$ cat config.mk
export PLATFORM = sky130hd
export DESIGN_NAME = temp_alert_ctrl
export DESIGN_NICKNAME = d
export VERILOG_FILES = /design/src/rtl/tac_pkg.sv /design/src/rtl/tac_limit_cmp.sv /design/src/rtl/tac_fault_filter.sv /design/src/rtl/tac_alert_fsm.sv /design/src/rtl/temp_alert_ctrl.sv
export SDC_FILE = /design/constraint.sdc
export NUM_CORES = 1
export LEC_CHECK = 0
export BUFFER_PORTS_ARGS = -buffer_cell sky130_fd_sc_hd__buf_2
export CORE_UTILIZATION = 45
export CTS_CLUSTER_SIZE = 20
export DETAILED_ROUTE_END_ITERATION = 6
export PLACE_DENSITY = 0.85
export SETUP_SLACK_MARGIN = 0.4
export SLEW_MARGIN = 20
export SYNTH_ARGS = -nofsm -noshare
export SYNTH_HDL_FRONTEND = slang
export SYNTH_SLANG_ARGS = --single-unit
$ cat constraint.sdc
create_clock -name clk -period 2.1 [get_ports clk]
set_input_delay 0.21 -clock clk [delete_from_list [all_inputs] [get_ports clk]]
set_output_delay 0.21 -clock clk [all_outputs]
set_load 0.05 [all_outputs]
$ cat src/rtl/tac_pkg.sv
package tac_pkg;

  localparam int FQ_W  = 2;
  localparam int CNT_W = 3;

  typedef logic [CNT_W-1:0] cnt_t;

  typedef enum logic {
    WATCH_HI = 1'b0,
    WATCH_LO = 1'b1
  } watch_e;

  // run length demanded by the fault-count select
  function automatic cnt_t fq_need(input logic [FQ_W-1:0] sel);
    cnt_t n;
    case (sel)
      2'd0:    n = cnt_t'(1);
      2'd1:    n = cnt_t'(2);
      2'd2:    n = cnt_t'(4);
      default: n = cnt_t'(6);
    endcase
    return n;
  endfunction

endpackage

$ cat src/rtl/tac_limit_cmp.sv
module tac_limit_cmp #(
  parameter int TW = 12
) (
  input  logic [TW-1:0] t_val,
  input  logic [TW-1:0] hi_lim,
  input  logic [TW-1:0] lo_lim,
  output logic          hi_hit,
  output logic          lo_hit
);

  always_comb begin
    hi_hit = ($signed(t_val) >= $signed(hi_lim));
    lo_hit = ($signed(t_val) <  $signed(lo_lim));
  end

endmodule

$ cat src/rtl/tac_fault_filter.sv
module tac_fault_filter
  import tac_pkg::*;
(
  input  logic clk,
  input  logic rst_n,
  input  logic flush,
  input  logic sample,
  input  logic met,
  input  cnt_t need,
  output logic fire
);

  cnt_t           cnt_q;
  logic [CNT_W:0] cnt_nxt;

  always_comb begin
    cnt_nxt = {1'b0, cnt_q} + 1'b1;
    fire    = sample && met && (cnt_nxt >= {1'b0, need});
  end

  always_ff @(posedge clk or negedge rst_n) begin
    if (!rst_n)
      cnt_q <= '0;
    else if (flush || fire || (sample && !met))
      cnt_q <= '0;
    else if (sample && met)
      cnt_q <= cnt_nxt[CNT_W-1:0];
  end

  // the run counter only climbs by one or restarts at zero
  p_count_step_r3: assert property (@(posedge clk) disable iff (!rst_n)
    (cnt_q != $past(cnt_q)) |-> (cnt_q == '0 || cnt_q == $past(cnt_q) + 1'b1));

  // without a strobe or flush the run is frozen
  p_count_idle_r3: assert property (@(posedge clk) disable iff (!rst_n)
    (!sample && !flush) |=> (cnt_q == $past(cnt_q)));

endmodule

$ cat src/rtl/tac_alert_fsm.sv
module tac_alert_fsm
  import tac_pkg::*;
(
  input  logic   clk,
  input  logic   rst_n,
  input  logic   gc_rst,
  input  logic   cfg_wr,
  input  logic   cfg_int,
  input  logic   rd_evt,
  input  logic   ara_evt,
  input  logic   shdn_evt,
  input  logic   fire,
  output logic   alert_q,
  output watch_e watch_q,
  output logic   mode_q,
  output logic   eval_en,
  output logic   mode_chg
);

  logic host_clr;

  always_comb begin
    mode_chg = cfg_wr && (cfg_int != mode_q);
    host_clr = mode_q && (rd_evt || ara_evt || shdn_evt);
    eval_en  = !(mode_q && alert_q);
  end

  always_ff @(posedge clk or negedge rst_n) begin
    if (!rst_n) begin
      alert_q <= 1'b0;
      watch_q <= WATCH_HI;
      mode_q  <= 1'b0;
    end else if (gc_rst) begin
      alert_q <= 1'b0;
      watch_q <= WATCH_HI;
      mode_q  <= 1'b0;
    end else if (mode_chg) begin
      alert_q <= 1'b0;
      watch_q <= WATCH_HI;
      mode_q  <= cfg_int;
    end else if (fire) begin
      watch_q <= (watch_q == WATCH_HI) ? WATCH_LO : WATCH_HI;
      alert_q <= mode_q ? 1'b1 : !alert_q;
    end else if (host_clr) begin
      alert_q <= 1'b0;
    end
  end

  // in comparator mode the low condition is watched exactly while active
  p_cmp_track_r2: assert property (@(posedge clk) disable iff (!rst_n)
    !mode_q |-> ((watch_q == WATCH_LO) == alert_q));

  // a pending interrupt alert persists until cleared
  p_int_hold_r4: assert property (@(posedge clk) disable iff (!rst_n)
    (mode_q && alert_q && !rd_evt && !ara_evt && !shdn_evt && !gc_rst && !mode_chg)
      |=> alert_q);

  // host pulses never move the comparator-mode alert
  p_cmp_ignore_r5: assert property (@(posedge clk) disable iff (!rst_n)
    (!mode_q && !fire && !gc_rst && !mode_chg) |=> $stable(alert_q));

  // general-call reset leaves an idle comparator
  p_gc_clear_r9: assert property (@(posedge clk) disable iff (!rst_n)
    gc_rst |=> (!alert_q && !mode_q && watch_q == WATCH_HI));

  // a mode change restarts on the high condition
  p_mode_chg_r10: assert property (@(posedge clk) disable iff (!rst_n)
    (mode_chg && !gc_rst) |=> (!alert_q && watch_q == WATCH_HI && mode_q == $past(cfg_int)));

  // the alert only rises on a completed run
  p_rise_fire_r11: assert property (@(posedge clk) disable iff (!rst_n)
    $rose(alert_q) |-> $past(fire));

endmodule

$ cat src/rtl/temp_alert_ctrl.sv
module temp_alert_ctrl
  import tac_pkg::*;
#(
  parameter int TEMP_W = 12
) (
  input  logic              clk,
  input  logic              rst_n,
  input  logic              conv_done,
  input  logic [TEMP_W-1:0] temp,
  input  logic [TEMP_W-1:0] lim_hi,
  input  logic [TEMP_W-1:0] lim_lo,
  input  logic [FQ_W-1:0]   fq_sel,
  input  logic              pol,
  input  logic              cfg_wr,
  input  logic              cfg_int_mode,
  input  logic              reg_rd,
  input  logic              ara_ack,
  input  logic              shutdown,
  input  logic              gc_reset,
  output logic              alert_out
);

  logic   hi_hit, lo_hit, met, fire, flush;
  logic   alert_q, mode_q, eval_en, mode_chg, sample;
  watch_e watch_q;
  cnt_t   need;

  tac_limit_cmp #(.TW(TEMP_W)) u_cmp (
    .t_val  (temp),
    .hi_lim (lim_hi),
    .lo_lim (lim_lo),
    .hi_hit (hi_hit),
    .lo_hit (lo_hit)
  );

  always_comb begin
    met    = (watch_q == WATCH_LO) ? lo_hit : hi_hit;
    need   = fq_need(fq_sel);
    sample = conv_done && eval_en;
    flush  = gc_reset || mode_chg;
  end

  tac_fault_filter u_filt (
    .clk    (clk),
    .rst_n  (rst_n),
    .flush  (flush),
    .sample (sample),
    .met    (met),
    .need   (need),
    .fire   (fire)
  );

  tac_alert_fsm u_fsm (
    .clk      (clk),
    .rst_n    (rst_n),
    .gc_rst   (gc_reset),
    .cfg_wr   (cfg_wr),
    .cfg_int  (cfg_int_mode),
    .rd_evt   (reg_rd),
    .ara_evt  (ara_ack),
    .shdn_evt (shutdown),
    .fire     (fire),
    .alert_q  (alert_q),
    .watch_q  (watch_q),
    .mode_q   (mode_q),
    .eval_en  (eval_en),
    .mode_chg (mode_chg)
  );

  assign alert_out = pol ? alert_q : !alert_q;

  // a pending interrupt alert blocks evaluation, so no run completes
  p_pending_block_r7: assert property (@(posedge clk) disable iff (!rst_n)
    (mode_q && alert_q) |-> !fire);

endmodule

==> flow_results.xml <==
<?xml version="1.0" encoding="UTF-8"?>
<metrics>
  <group name="final_layout">
    <metric name="final_nets" unit="">270</metric>
    <metric name="post_route_cells_drive_above_1_share" unit="%">40.9</metric>
    <metric name="antennaDiodeCount" unit="">0</metric>
    <metric name="instances_no_fill" unit="">221</metric>
    <metric name="area_growth" unit="%">39.9</metric>
    <metric name="finalCoreUtilization" unit="%">68.2</metric>
  </group>
  <group name="route">
    <metric name="maxUsedRoutingLayer" unit="">met4</metric>
    <metric name="route.met3.wl" unit="um">126</metric>
    <metric name="remaining_drc_errors" unit="">0</metric>
    <metric name="route.vias.total" unit="">1183</metric>
    <metric name="dr_wl_met2" unit="um">1420</metric>
    <metric name="wirelength_met1" unit="um">1120</metric>
    <metric name="ant_nets" unit="">0</metric>
    <metric name="wl_per_cell" unit="um">12.4</metric>
    <metric name="detailedRoute.firstPassIterationCount" unit="">4</metric>
    <metric name="finalWirelength" unit="um">2730</metric>
    <metric name="detail_route.iter0.violations" unit="">19</metric>
    <metric name="avgViaCountPerCell" unit="">5.35</metric>
  </group>
  <group name="global_route">
    <metric name="number_of_global_route_vias_before_repair" unit="">1152</metric>
    <metric name="grt_max_degree" unit="">8</metric>
    <metric name="antenna_found_initial" unit="">0</metric>
    <metric name="grt_remaining_overflow" unit="">0</metric>
    <metric name="grtUsageTotal" unit="%">21.3</metric>
    <metric name="grt_pass1_wl" unit="um">4320</metric>
  </group>
  <group name="floorplanning">
    <metric name="floorplan.die.height" unit="um">51.7</metric>
    <metric name="top_level_ports" unit="">49</metric>
    <metric name="core.rowCount" unit="">17</metric>
    <metric name="start_util" unit="%">48.8</metric>
    <metric name="fp.dieW" unit="um">51.7</metric>
    <metric name="floorplan.core_area" unit="sq um">2280</metric>
    <metric name="die_area" unit="sq um">2670</metric>
  </group>
  <group name="power_and_ir_drop">
    <metric name="vdd_drop_max" unit="mV">0.330</metric>
    <metric name="total_leakage_power" unit="nW">0.874</metric>
    <metric name="power_density_over_the_cells" unit="nW/um^2">328</metric>
  </group>
  <group name="setup_path">
    <metric name="r2r_setup_slack" unit="ps">200</metric>
    <metric name="cp-end-kind" unit="">flop</metric>
    <metric name="required" unit="ps">2240</metric>
    <metric name="worstPathCellList" unit="">ha_4 -&gt; xor2_1 -&gt; ha_2 -&gt; inv_2 -&gt; o21ai_4 -&gt; nand4b_4 -&gt; mux2_4</metric>
    <metric name="slowest_stage" unit="">sky130_fd_sc_hd__dfrtp_2</metric>
    <metric name="critPathMaxStageDelay" unit="ps">430</metric>
    <metric name="arrival_time_at_the_worst_endpoint" unit="ps">2030</metric>
    <metric name="timing_worst_setup_path_type" unit="">reg -&gt; reg</metric>
    <metric name="crit_path_max_fanout" unit="">6</metric>
    <metric name="start_kind" unit="">flop</metric>
  </group>
  <group name="clock_network">
    <metric name="clock_tree.buffer_depth" unit="">2</metric>
    <metric name="cts-buffers-inserted" unit="">3</metric>
    <metric name="worst_setup_hold_path_clk_slew" unit="ps">50</metric>
    <metric name="cts.root.buffer_cell" unit="">sky130_fd_sc_hd__clkbuf_4</metric>
    <metric name="cts-htree-levels" unit="">1</metric>
    <metric name="tritoncts_clock_tree" unit="">built</metric>
    <metric name="clock_sinks" unit="">6</metric>
    <metric name="clk_latency" unit="ps">250</metric>
  </group>
  <group name="synthesis">
    <metric name="post_synthesis_sequential_element_count" unit="">6</metric>
    <metric name="number_of_enable_flip_flop_cells_after_synthesis" unit="">0</metric>
    <metric name="ys_seq_area_share" unit="%">13.5</metric>
    <metric name="syn_avg_cell_area" unit="sq um">8.16</metric>
    <metric name="synth_top_flop_cell" unit="">sky130_fd_sc_hd__dfrtp_1</metric>
    <metric name="netlist_instances" unit="">136</metric>
    <metric name="number_of_distinct_library_cells_after_synthesis" unit="">39</metric>
    <metric name="synth_warnings" unit="">0</metric>
    <metric name="synth.net_count" unit="">211</metric>
    <metric name="asyncSetResetFlopFracSynth" unit="%">100</metric>
    <metric name="post_synthesis_cell_area" unit="sq um">1110</metric>
  </group>
  <group name="run_status">
    <metric name="result_of_the_run" unit="">complete, no violations</metric>
  </group>
  <group name="place">
    <metric name="placed_cells" unit="">212</metric>
    <metric name="place.port_buffers" unit="">48</metric>
    <metric name="gpl.final_weighted_congestion" unit="">0.857</metric>
    <metric name="hpwl" unit="um">2340</metric>
  </group>
  <group name="flow_run">
    <metric name="timing.max_cap.violations" unit="">0</metric>
  </group>
  <group name="sta">
    <metric name="slew_violations" unit="">0</metric>
    <metric name="report.final.hold_viol_count" unit="">0</metric>
    <metric name="tightest_slew" unit="ps">330</metric>
    <metric name="max_freq" unit="MHz">528</metric>
    <metric name="post_layout_minimum_cycle_time" unit="ps">1900</metric>
    <metric name="rsz0062_at_grt" unit="">true</metric>
    <metric name="fin_worst_skew" unit="ps">0.459</metric>
    <metric name="setup_viol_count_final" unit="">0</metric>
    <metric name="fin_tns_setup" unit="ps">0</metric>
    <metric name="timing.slew.headroom" unit="%">78.0</metric>
    <metric name="post-route-period-util" unit="%">90.3</metric>
  </group>
  <group name="min_path">
    <metric name="worst_hold_path_type" unit="">in -&gt; reg</metric>
  </group>
</metrics>
Yosys cell counts (2+ instances only):
cell type | instances | share of area [%]
sky130_fd_sc_hd__ha_1 | 27 | 30
sky130_fd_sc_hd__nand2_1 | 8 | 2.7
sky130_fd_sc_hd__nor3b_1 | 3 | 2.0
sky130_fd_sc_hd__o21ai_0 | 3 | 1.4
sky130_fd_sc_hd__a21o_1 | 2 | 1.4
sky130_fd_sc_hd__dfrtp_1 | 6 | 14
sky130_fd_sc_hd__nor3_1 | 3 | 1.4
sky130_fd_sc_hd__nand4_1 | 3 | 1.7
sky130_fd_sc_hd__a21oi_1 | 11 | 5.0
sky130_fd_sc_hd__nor2_1 | 6 | 2.0
sky130_fd_sc_hd__o221ai_1 | 2 | 1.6
sky130_fd_sc_hd__xor2_1 | 2 | 1.6
sky130_fd_sc_hd__nand3_1 | 3 | 1.4
sky130_fd_sc_hd__inv_1 | 32 | 11
layout by cell type (no fill, tap or decap), drive strengths merged, types with 2 or more instances in the layout:
cell type,instances
nand2,8
ha,27
nor3,4
buf,53
nor3b,3
mux2,2
nand3,3
clkbuf,3
o221ai,2
dfrtp,6
o21ai,5
a21oi,11
nand4,3
nand4b,2
inv,32
nor2b,2
xor2,2
nor2,6
a21o,2
flip-flops by register name, indices dropped and copies added (netlist names):
register       cells
u_filt.cnt_q       3
u_fsm.alert_q      1
u_fsm.mode_q       1
u_fsm.watch_q      1
path summary, 6_finish.rpt:
path / startpoint / endpoint / depth (start not counted)
max reg2reg: u_filt.cnt_q[0] / u_fsm.watch_q / 7
max in group asynchronous: rst_n / u_filt.cnt_q[0] / 2
min reg2reg: u_fsm.alert_q / u_fsm.alert_q / 2
min in group asynchronous: rst_n / u_fsm.mode_q / 2
min: gc_reset / u_fsm.mode_q / 2
max: u_filt.cnt_q[0] / u_fsm.watch_q / 7
stage by stage:
step | setup WS (ps) | hold WS, ps | cell area (sq um) | power, mW
after floorplan | 314 | -85.6 | 1160 | 0.285
after global placement | 152 | 40.9 | 1440 | 0.362
after detailed placement | 89.1 | 44.8 | 1440 | 0.379
after CTS | 232 | 121 | 1500 | 0.501
after global routing | 147 | 129 | 1550 | 0.545
final | 205 | 124 | 1550 | 0.510
routing by layer:
metal,up-vias,track usage (%)
li1,595,-
met2,45,41.1
met5,-,0
met4,0,12.6
met3,10,2.63
met1,533,21.3
power by group:
| part | internal, mW | total [mW] | switching [mW] |
|---|---|---|---|
| clock | 0.0652 | 0.115 | 0.0493 |
| combinational | 0.129 | 0.267 | 0.138 |
| sequential | 0.121 | 0.128 | 0.00687 |
cell families (layout without fill, tap and decap cells):
| kind of cell | count (synthesis) | count (layout) | synth area share [%] |
|---|---|---|---|
| buf+inv | 32 | 89 | 10.8 |
| xor+xnor | 3 | 3 | 2.37 |
| compound gates | 30 | 30 | 19.7 |
| flops | 6 | 6 | 13.5 |
| simple gates | 35 | 35 | 19.8 |
| fa+ha+maj | 27 | 27 | 30.4 |
| mux | 3 | 3 | 3.27 |
timing repair:
| action | in CTS | in global routing |
|---|---|---|
| setup buffers | 3 | 2 |
| endpoints found under the setup margin | 5 | 5 |
| endpoints found under the hold margin | 6 | 0 |
| pin swaps | 3 | 5 |
| hold buffers | 1 | 0 |
| gates resized for setup | 1 | 7 |
critical path, delay by kind of cell, from the launching register on:
family | cells | cell delay (ps)
adders and majority gates | 2 | 490
and+or+nand+nor | 1 | 140
DFF | 1 | 430
muxes | 1 | 310
xor gates and xnor gates | 1 | 140
buffers and inverters | 1 | 40
AOI/OAI and AO/OA | 1 | 230
final cells by class:
type,count,area (sq um)
Multi-Input combinational cell,98,936
Fill cell,185,723
Timing Repair Buffer,54,288
Sequential cell,6,151
Inverter,32,120
Tap cell,28,35.0
Clock buffer,3,22.5
No activity file was read; power rests on OpenSTA's default activity.
